===== config.mk =====
export PLATFORM = sky130hd
export DESIGN_NAME = led_cfg_i2c
export DESIGN_NICKNAME = d
export VERILOG_FILES = /design/src/rtl/led_cfg_pkg.sv /design/src/rtl/i2c_bus_sync.sv /design/src/rtl/i2c_target_fsm.sv /design/src/rtl/led_reg_bank.sv /design/src/rtl/led_cfg_i2c.sv
export SDC_FILE = /design/constraint.sdc
export NUM_CORES = 2
export LEC_CHECK = 0
export BUFFER_PORTS_ARGS = -buffer_cell sky130_fd_sc_hd__buf_2
export CAP_MARGIN = 20
export CORE_MARGIN = 1
export CORE_UTILIZATION = 50
export CTS_BUF_LIST = sky130_fd_sc_hd__clkbuf_4 sky130_fd_sc_hd__clkbuf_8
export DETAILED_ROUTE_END_ITERATION = 6
export GPL_ROUTABILITY_DRIVEN = 0
export PLACE_DENSITY_LB_ADDON = 0.08
export SKIP_CTS_REPAIR_TIMING = 1
export SLEW_MARGIN = 10
export SYNTH_ARGS = -nofsm -noshare
export SYNTH_HDL_FRONTEND = slang
export SYNTH_SLANG_ARGS = --single-unit
export TNS_END_PERCENT = 1

===== constraint.sdc =====
create_clock -name clk -period 8.6 [get_ports clk]
set_input_delay 0.43 -clock clk [delete_from_list [all_inputs] [get_ports clk]]
set_output_delay 0.43 -clock clk [all_outputs]
set_load 0.02 [all_outputs]

===== src/rtl/led_cfg_pkg.sv =====
package led_cfg_pkg;

  localparam int NREG = 96;
  localparam int IW   = $clog2(NREG);

  localparam logic [7:0] KEY_COMMIT = 8'hC5;
  localparam logic [7:0] KEY_UNLOCK = 8'hA5;

  localparam logic [7:0] A_ID       = 8'h00;
  localparam logic [7:0] A_UNLOCK   = 8'h0B;
  localparam logic [7:0] A_TRIM     = 8'h0C;
  localparam logic [7:0] A_SOFTRST  = 8'h5F;

  typedef enum logic [2:0] {
    G_NONE, G_COLOR, G_PWM, G_PAT1, G_PAT2, G_PAT3
  } grp_e;

  typedef enum logic [2:0] {
    S_IDLE, S_ADDR, S_AACK, S_WDATA, S_WACK, S_RDATA, S_RACK
  } bus_state_e;

  // Double-buffered family an address belongs to
  function automatic grp_e reg_group(input logic [7:0] a);
    grp_e g;
    g = G_NONE;
    if (a[7:4] >= 4'h1 && a[7:4] <= 4'h3) begin
      if (a[3:0] <= 4'h5) g = G_COLOR;
      else if (a[3:0] >= 4'h9) begin
        case (a[7:4])
          4'h1:    g = G_PAT1;
          4'h2:    g = G_PAT2;
          default: g = G_PAT3;
        endcase
      end
    end else if (a >= 8'h40 && a <= 8'h4B) begin
      g = G_PWM;
    end
    return g;
  endfunction

  function automatic logic has_shadow(input logic [7:0] a);
    return reg_group(a) != G_NONE;
  endfunction

  // Family selected by a key write to an update address
  function automatic grp_e update_target(input logic [7:0] a);
    case (a)
      8'h52:   return G_COLOR;
      8'h53:   return G_PWM;
      8'h54:   return G_PAT1;
      8'h55:   return G_PAT2;
      8'h56:   return G_PAT3;
      default: return G_NONE;
    endcase
  endfunction

  // Addresses with single-copy storage
  function automatic logic is_plain(input logic [7:0] a);
    return (a >= 8'h01 && a <= 8'h05) || (a >= 8'h07 && a <= 8'h09) || (a == A_TRIM);
  endfunction

  function automatic logic is_stored(input logic [7:0] a);
    return is_plain(a) || has_shadow(a);
  endfunction

  function automatic logic [7:0] reg_default(input logic [7:0] a);
    case (a)
      8'h02:                   return 8'h1F;
      8'h03:                   return 8'h01;
      8'h07:                   return 8'h3F;
      8'h1C, 8'h2C, 8'h3C:     return 8'h01;
      default:                 return 8'h00;
    endcase
  endfunction

endpackage


===== src/rtl/i2c_bus_sync.sv =====
module i2c_bus_sync
  #(parameter int STAGES = 2)
  (
  input  logic clk,
  input  logic rst_n,
  input  logic scl_i,
  input  logic sda_i,
  input  logic shdn_n_i,
  output logic sda_q,
  output logic scl_rise,
  output logic scl_fall,
  output logic start_ev,
  output logic stop_ev,
  output logic proto_rst
);

  logic [STAGES-1:0] scl_s, sda_s, sd_s;
  logic scl_p, sda_p, sd_p;
  logic scl_h, sda_h, sd_h;

  assign scl_h = scl_s[STAGES-1];
  assign sda_h = sda_s[STAGES-1];
  assign sd_h  = sd_s[STAGES-1];

  always_ff @(posedge clk or negedge rst_n) begin
    if (!rst_n) begin
      scl_s <= '1;
      sda_s <= '1;
      sd_s  <= '1;
      scl_p <= 1'b1;
      sda_p <= 1'b1;
      sd_p  <= 1'b1;
    end else begin
      scl_s <= {scl_s[STAGES-2:0], scl_i};
      sda_s <= {sda_s[STAGES-2:0], sda_i};
      sd_s  <= {sd_s[STAGES-2:0], shdn_n_i};
      scl_p <= scl_h;
      sda_p <= sda_h;
      sd_p  <= sd_h;
    end
  end

  assign sda_q     = sda_h;
  assign scl_rise  = scl_h & ~scl_p;
  assign scl_fall  = ~scl_h & scl_p;
  assign start_ev  = scl_h & scl_p & sda_p & ~sda_h;
  assign stop_ev   = scl_h & scl_p & ~sda_p & sda_h;
  assign proto_rst = sd_h & ~sd_p;

endmodule


===== src/rtl/i2c_target_fsm.sv =====
module i2c_target_fsm
  import led_cfg_pkg::*;
  (
  input  logic       clk,
  input  logic       rst_n,
  input  logic       proto_rst,
  input  logic       scl_rise,
  input  logic       scl_fall,
  input  logic       start_ev,
  input  logic       stop_ev,
  input  logic       sda_q,
  input  logic [6:0] dev_addr,
  input  logic [7:0] rd_data,
  output logic       sda_oe,
  output logic       wr_en,
  output logic [7:0] wr_addr,
  output logic [7:0] wr_data,
  output logic [7:0] rd_addr
);

  bus_state_e state_q;
  logic [3:0] cnt_q;
  logic [7:0] sh_q;
  logic [7:0] ptr_q;
  logic       ptr_pend_q;
  logic       rw_q;
  logic       mack_q;
  logic       oe_q;
  logic       wr_en_q;
  logic [7:0] wr_addr_q, wr_data_q;
  logic       byte_full;
  logic       addr_hit;

  assign byte_full = (cnt_q == 4'd8);
  assign addr_hit  = (sh_q[7:1] == dev_addr);

  always_ff @(posedge clk or negedge rst_n) begin
    if (!rst_n) begin
      state_q    <= S_IDLE;
      cnt_q      <= '0;
      sh_q       <= '0;
      ptr_q      <= '0;
      ptr_pend_q <= 1'b0;
      rw_q       <= 1'b0;
      mack_q     <= 1'b0;
      oe_q       <= 1'b0;
      wr_en_q    <= 1'b0;
      wr_addr_q  <= '0;
      wr_data_q  <= '0;
    end else begin
      wr_en_q <= 1'b0;
      if (proto_rst) begin
        state_q <= S_IDLE;
        oe_q    <= 1'b0;
      end else if (start_ev) begin
        state_q <= S_ADDR;
        cnt_q   <= '0;
        oe_q    <= 1'b0;
      end else if (stop_ev) begin
        state_q <= S_IDLE;
        oe_q    <= 1'b0;
      end else begin
        case (state_q)
          S_ADDR: begin
            if (scl_rise && !byte_full) begin
              sh_q  <= {sh_q[6:0], sda_q};
              cnt_q <= cnt_q + 4'd1;
            end else if (scl_fall && byte_full) begin
              if (addr_hit) begin
                rw_q    <= sh_q[0];
                oe_q    <= 1'b1;
                state_q <= S_AACK;
              end else begin
                oe_q    <= 1'b0;
                state_q <= S_IDLE;
              end
            end
          end
          S_AACK: begin
            if (scl_fall) begin
              if (rw_q) begin
                sh_q    <= rd_data;
                oe_q    <= ~rd_data[7];
                cnt_q   <= 4'd1;
                state_q <= S_RDATA;
              end else begin
                oe_q       <= 1'b0;
                cnt_q      <= '0;
                ptr_pend_q <= 1'b1;
                state_q    <= S_WDATA;
              end
            end
          end
          S_WDATA: begin
            if (scl_rise && !byte_full) begin
              sh_q  <= {sh_q[6:0], sda_q};
              cnt_q <= cnt_q + 4'd1;
            end else if (scl_fall && byte_full) begin
              if (ptr_pend_q) begin
                ptr_q      <= sh_q;
                ptr_pend_q <= 1'b0;
              end else begin
                wr_en_q   <= 1'b1;
                wr_addr_q <= ptr_q;
                wr_data_q <= sh_q;
                ptr_q     <= ptr_q + 8'd1;
              end
              oe_q    <= 1'b1;
              state_q <= S_WACK;
            end
          end
          S_WACK: begin
            if (scl_fall) begin
              oe_q    <= 1'b0;
              cnt_q   <= '0;
              state_q <= S_WDATA;
            end
          end
          S_RDATA: begin
            if (scl_fall) begin
              if (byte_full) begin
                oe_q    <= 1'b0;
                ptr_q   <= ptr_q + 8'd1;
                state_q <= S_RACK;
              end else begin
                oe_q  <= ~sh_q[6];
                sh_q  <= {sh_q[6:0], 1'b0};
                cnt_q <= cnt_q + 4'd1;
              end
            end
          end
          S_RACK: begin
            if (scl_rise) begin
              mack_q <= ~sda_q;
            end else if (scl_fall) begin
              if (mack_q) begin
                sh_q    <= rd_data;
                oe_q    <= ~rd_data[7];
                cnt_q   <= 4'd1;
                state_q <= S_RDATA;
              end else begin
                state_q <= S_IDLE;
              end
            end
          end
          default: begin
            oe_q <= 1'b0;
          end
        endcase
      end
    end
  end

  assign sda_oe  = oe_q;
  assign wr_en   = wr_en_q;
  assign wr_addr = wr_addr_q;
  assign wr_data = wr_data_q;
  assign rd_addr = ptr_q;

  AST_IDLE_QUIET: assert property (@(posedge clk) disable iff (!rst_n)
    (state_q == S_IDLE) |-> !oe_q);

  AST_WRITE_ON_FALL: assert property (@(posedge clk) disable iff (!rst_n)
    wr_en_q |-> $past(scl_fall));

  AST_NO_WRITE_AFTER_STOP: assert property (@(posedge clk) disable iff (!rst_n)
    stop_ev |=> !wr_en_q);

  AST_PROTO_RESET_IDLE: assert property (@(posedge clk) disable iff (!rst_n)
    proto_rst |=> (state_q == S_IDLE && !oe_q));

endmodule


===== src/rtl/led_reg_bank.sv =====
module led_reg_bank
  import led_cfg_pkg::*;
  (
  input  logic              clk,
  input  logic              rst_n,
  input  logic              wr_en,
  input  logic [7:0]        wr_addr,
  input  logic [7:0]        wr_data,
  input  logic [7:0]        rd_addr,
  input  logic [7:0]        dev_id,
  output logic [7:0]        rd_data,
  output logic [NREG*8-1:0] active_o
);

  logic [7:0] sh_q  [NREG];
  logic [7:0] act_q [NREG];
  logic       unlock_q;

  logic key_write, soft_rst, unlock_set, trim_wr, store_ok;
  grp_e commit_grp;

  assign key_write  = wr_en && (wr_data == KEY_COMMIT);
  assign commit_grp = key_write ? update_target(wr_addr) : G_NONE;
  assign soft_rst   = key_write && (wr_addr == A_SOFTRST);
  assign unlock_set = wr_en && (wr_addr == A_UNLOCK) && (wr_data == KEY_UNLOCK);
  assign trim_wr    = wr_en && (wr_addr == A_TRIM);
  assign store_ok   = wr_en && is_stored(wr_addr) && ((wr_addr != A_TRIM) || unlock_q);

  always_ff @(posedge clk or negedge rst_n) begin
    if (!rst_n) begin
      unlock_q <= 1'b0;
      for (int i = 0; i < NREG; i++) begin
        sh_q[i]  <= reg_default(8'(i));
        act_q[i] <= reg_default(8'(i));
      end
    end else if (soft_rst) begin
      unlock_q <= 1'b0;
      for (int i = 0; i < NREG; i++) begin
        sh_q[i]  <= reg_default(8'(i));
        act_q[i] <= reg_default(8'(i));
      end
    end else begin
      if (unlock_set)   unlock_q <= 1'b1;
      else if (trim_wr) unlock_q <= 1'b0;
      for (int i = 0; i < NREG; i++) begin
        if (store_ok && (wr_addr == 8'(i))) sh_q[i] <= wr_data;
        if ((commit_grp != G_NONE) && (reg_group(8'(i)) == commit_grp)) act_q[i] <= sh_q[i];
      end
    end
  end

  always_comb begin
    if (rd_addr == A_ID)                           rd_data = dev_id;
    else if (is_stored(rd_addr) && (rd_addr < 8'(NREG))) rd_data = sh_q[rd_addr[IW-1:0]];
    else                                           rd_data = 8'h00;
  end

  for (genvar g = 0; g < NREG; g++) begin : g_view
    if (has_shadow(8'(g))) begin : g_dbl
      assign active_o[g*8 +: 8] = act_q[g];
    end else begin : g_sgl
      assign active_o[g*8 +: 8] = sh_q[g];
    end
  end

  logic [7:0] trim_view, col_sh_view, col_act_view, def02_view, def1c_view;
  assign trim_view    = sh_q[12];
  assign col_sh_view  = sh_q[16];
  assign col_act_view = act_q[16];
  assign def02_view   = sh_q[2];
  assign def1c_view   = act_q[28];

  AST_TRIM_LOCKED: assert property (@(posedge clk) disable iff (!rst_n)
    (trim_wr && !unlock_q) |=> $stable(trim_view));

  AST_UNLOCK_USED: assert property (@(posedge clk) disable iff (!rst_n)
    trim_wr |=> !unlock_q);

  AST_COLOR_COMMIT: assert property (@(posedge clk) disable iff (!rst_n)
    (commit_grp == G_COLOR) |=> (col_act_view == $past(col_sh_view)));

  AST_ACTIVE_HELD: assert property (@(posedge clk) disable iff (!rst_n)
    (commit_grp == G_NONE && !soft_rst) |=> $stable(col_act_view));

  AST_SOFT_DEFAULTS: assert property (@(posedge clk) disable iff (!rst_n)
    soft_rst |=> (def02_view == 8'h1F && def1c_view == 8'h01 && !unlock_q));

endmodule


===== src/rtl/led_cfg_i2c.sv =====
module led_cfg_i2c
  import led_cfg_pkg::*;
  #(parameter int          SYNC_STAGES = 2,
    parameter logic [4:0]  ADDR_HI     = 5'b11101)
  (
  input  logic              clk,
  input  logic              rst_n,
  input  logic              scl_i,
  input  logic              sda_i,
  output logic              sda_oe_o,
  input  logic [1:0]        strap_i,
  input  logic              shdn_n_i,
  output logic [NREG*8-1:0] active_regs_o
);

  logic       sda_q, scl_rise, scl_fall, start_ev, stop_ev, proto_rst;
  logic       wr_en;
  logic [7:0] wr_addr, wr_data, rd_addr, rd_data;
  logic [6:0] dev_addr;

  assign dev_addr = {ADDR_HI, strap_i};

  i2c_bus_sync #(.STAGES(SYNC_STAGES)) u_sync (
    .clk       (clk),
    .rst_n     (rst_n),
    .scl_i     (scl_i),
    .sda_i     (sda_i),
    .shdn_n_i  (shdn_n_i),
    .sda_q     (sda_q),
    .scl_rise  (scl_rise),
    .scl_fall  (scl_fall),
    .start_ev  (start_ev),
    .stop_ev   (stop_ev),
    .proto_rst (proto_rst)
  );

  i2c_target_fsm u_fsm (
    .clk       (clk),
    .rst_n     (rst_n),
    .proto_rst (proto_rst),
    .scl_rise  (scl_rise),
    .scl_fall  (scl_fall),
    .start_ev  (start_ev),
    .stop_ev   (stop_ev),
    .sda_q     (sda_q),
    .dev_addr  (dev_addr),
    .rd_data   (rd_data),
    .sda_oe    (sda_oe_o),
    .wr_en     (wr_en),
    .wr_addr   (wr_addr),
    .wr_data   (wr_data),
    .rd_addr   (rd_addr)
  );

  led_reg_bank u_bank (
    .clk      (clk),
    .rst_n    (rst_n),
    .wr_en    (wr_en),
    .wr_addr  (wr_addr),
    .wr_data  (wr_data),
    .rd_addr  (rd_addr),
    .dev_id   ({dev_addr, 1'b0}),
    .rd_data  (rd_data),
    .active_o (active_regs_o)
  );

endmodule


==> results.json <==
{
  "cp-start-kind": "flop",
  "drc": 0,
  "start_util_pct": 50.6,
  "hold_violations": 0,
  "portBuffers": 775,
  "root_buffer": "clkbuf_8",
  "drive_above_1_share_pct": 28.1,
  "firstDrtPassIters": 5,
  "cap_violations": 0,
  "slew_viol_final": 0,
  "nNetsFinal": 5281,
  "setup_viol": 0,
  "synthesis.area_um2": 55300,
  "crit_chain": "buf_4, nand4_1, nor4b_2, and3_1, nand2_4, buf_12, buf_4, nand3_1, o21ai_0",
  "slowest_delay_ps": 650,
  "clock_latency_ps": 900,
  "worst_pin_slew_ps": 1360,
  "r2r_cells": 9,
  "crit_arrival_ps": 5600,
  "synth_cells": 4990,
  "synth.net_count": 5002,
  "critical_path_class": "flop to flop",
  "grt.total_usage_pct": 33.7,
  "syn_to_final_growth_pct": 12.1,
  "synth_top_area_share_pct": 54.5,
  "slowest_stage": "buf_4",
  "routed_via_density": 5.84,
  "synth_flop_cell": "dfrtp_1",
  "clkTransAtPathRegs_ps": 70,
  "dp_hpwl_um": 125000,
  "route.met2.wl_um": 87600,
  "die-area_um2": 112000,
  "clk_path_buf_depth": 3,
  "die_w_um": 335,
  "worstPathRequired_ps": 9330,
  "io_pins": 776,
  "cp_common_cell": "buf_4",
  "clock_skew_ps": 36.4,
  "highest_layer": "met5",
  "period_share_pct": 56.7,
  "vdd_ir_drop_max_uv": 124,
  "power-per-cell-area_nw_per_um2": 194,
  "vias": 40500,
  "max_clock_freq_mhz": 205,
  "hold_class": "input pin to asynchronous set/reset pin",
  "p_leak_nw": 30.3,
  "grt_max_degree": 279,
  "grt_pass1_vias": 39200,
  "die_h_um": 335,
  "synthArstFlopShare_pct": 100,
  "grt_pass1_wl_um": 278000,
  "path_max_fanout": 278,
  "cts_tree": "built",
  "wirelength_um": 188000,
  "ys_ff_latch": 1230,
  "wl_met1_um": 78600,
  "wire_per_inst_um": 27.2,
  "clock_sink_count": 1230,
  "antenna_found_initial": 7,
  "cts-htree-levels": 4,
  "syn_area_per_cell_um2": 11.1,
  "drt_iter0_drc": 4023,
  "met3_wirelength_um": 14300,
  "synth_top_area_cell": "dfrtp_1",
  "placementRows": 121,
  "cp-end-kind": "flop",
  "yosysSeqAreaShare_pct": 55.7,
  "outcome": "finished clean",
  "period_needed_ps": 4870,
  "finalSetupTns_ps": 0,
  "ant_nets": 0,
  "rsz0062_at_grt": "false",
  "overflow": 0,
  "slew_headroom_pct": 9.16,
  "yosysUniqueCellTypes": 71,
  "cts_buffers": 203,
  "core_um2": 109000,
  "synth-edff-count": 0,
  "dpl_cell_area_um2": 57200,
  "ys_warn_count": 0,
  "finalInstanceArea_um2": 61900,
  "yosys-top-cells-area": "dfrtp_1 (54%), mux4_2 (8.6%), nand2_1 (6.0%), buf_4 (5.2%), a22o_1 (4.8%)"
}
==> metal layers <==
layer	up-vias	track usage, %
met5	-	0
met4	4	13.4
met3	340	7.19
met2	1808	51.6
met1	20800	47.0
li1	17500	-
==> power breakdown <==
part | leakage (nW) | internal, mW | switching (mW) | total [mW]
Clock | 2.46 | 3.27 | 2.47 | 5.74
Combinational | 10.8 | 0.121 | 0.276 | 0.397
Sequential | 17.0 | 5.83 | 0.0815 | 5.91
==> sequential cells by signal, indices dropped and copies added (netlist names), 2 cells and up <==
register and flops:
u_fsm.wr_data 8, u_fsm.sh_q 8, u_fsm.wr_addr 8, u_bank.sh_q 400
u_bank.trim_view 8, u_bank.def02_view 8, u_sync.sda_s 2, u_bank.col_sh_view 8
u_bank.def1c_view 8, u_fsm.rd_addr 8, u_fsm.state_q 3, u_sync.scl_s 2
u_fsm.cnt_q 4, u_sync.sd_s 2, u_bank.active_o 736, u_bank.col_act_view 8
==> cell families after synthesis <==
| group | count (synthesis) | share of synthesized area [%] |
|---|---|---|
| buffers and inverters | 793 | 8.31 |
| flip-flops | 1230 | 55.7 |
| multiplexers | 339 | 11.0 |
| AND/OR/NAND/NOR | 1519 | 12.3 |
| adder cells (fa/ha/maj) | 5 | 0.113 |
| XOR/XNOR | 4 | 0.0634 |
| AO/OA/AOI/OAI | 1100 | 12.5 |
==> worst max-delay path: cells and delay by family, from the launching register on <==
family          cells  cell delay [ps]
flops               1              340
simple gates        5             1990
compound gates      1              110
buf+inv             3             1800
==> stage by stage <==
step           total power, mW  util (%)  hold slack, ps  setup slack (ps)  std cells
6_report                  12.0      56.7             109              3730       6922
5_1_grt                   12.4      56.7             179              3450       6922
4_1_cts                   12.1      56.6            -503              3840       6913
3_5_place_dp              6.40      52.4             347              3820       6532
3_3_place_gp              6.40      52.4             348              3890       6532
2_1_floorplan             6.21         -             134              5880       4990
==> path summary, 6_finish.rpt <==
path / start / endpoint / slack [ps]
hold reg to reg: u_sync.sd_s[0]$_DFF_PN1_ / u_sync.sd_s[1]$_DFF_PN1_ / 360
min in group clk: sda_i / u_sync.sda_s[0]$_DFF_PN1_ / 260
hold / removal: rst_n / u_bank.active_o[641]$_DFFE_PN0P_ / 110
setup reg to reg: u_fsm.wr_data[2]$_DFFE_PN0P_ / u_bank.sh_q[403]$_DFFE_PN0P_ / 3730
setup / recovery: u_fsm.wr_data[2]$_DFFE_PN0P_ / u_bank.sh_q[403]$_DFFE_PN0P_ / 3730
max in group asynchronous: rst_n / u_bank.active_o[629]$_DFFE_PN0P_ / 6000
==> cell type report <==
cell class                 count  area, um^2
sequential                  1230       30800
inverter                      16        60.1
clock inverter                38         379
fill                        9553       47400
multi-input combinational   2967       20000
tap                         1476        1850
antenna                        1        2.50
timing repair buffer         851        4560
clock buffer                 343        4260
==> synth_stat cells (6+ instances only) <==
master       n
o22ai_1      7
mux2_2      10
o21ai_0    427
buf_2       92
a31oi_1     13
inv_1       15
nor2_1     190
o211ai_1    14
buf_4      380
nor2_2      13
nor2b_1     15
nand4_1      6
mux4_2     212
nor3b_1      8
dfstp_2     27
buf_1       28
nand3_1     44
nor4_1       7
dfrtp_1   1203
o21ai_1      7
buf_6       10
a21oi_1    281
and2_1     291
mux2i_1    117
clkbuf_1   266
a22o_1     305
nand2_1    885
and3_1       7
nor3_1      18
==> placed cells by master (no fill, tap or decap), types with 15 or more instances in the layout <==
cell | synthesis | final
buf_2 | 92 | 774
nand3_1 | 44 | 41
nand2_1 | 885 | 882
dfstp_2 | 27 | 27
mux2i_1 | 117 | 117
a21oi_1 | 281 | 281
a22o_1 | 305 | 305
clkinv_2 | 0 | 20
nor3_1 | 18 | 17
nor2b_1 | 15 | 15
clkbuf_4 | 0 | 74
nor2_1 | 190 | 184
and2_1 | 291 | 291
mux4_2 | 212 | 212
o21ai_0 | 427 | 427
clkbuf_8 | 0 | 269
dfrtp_1 | 1203 | 1189
buf_4 | 380 | 62
No activity file was read; power rests on OpenSTA's default activity.
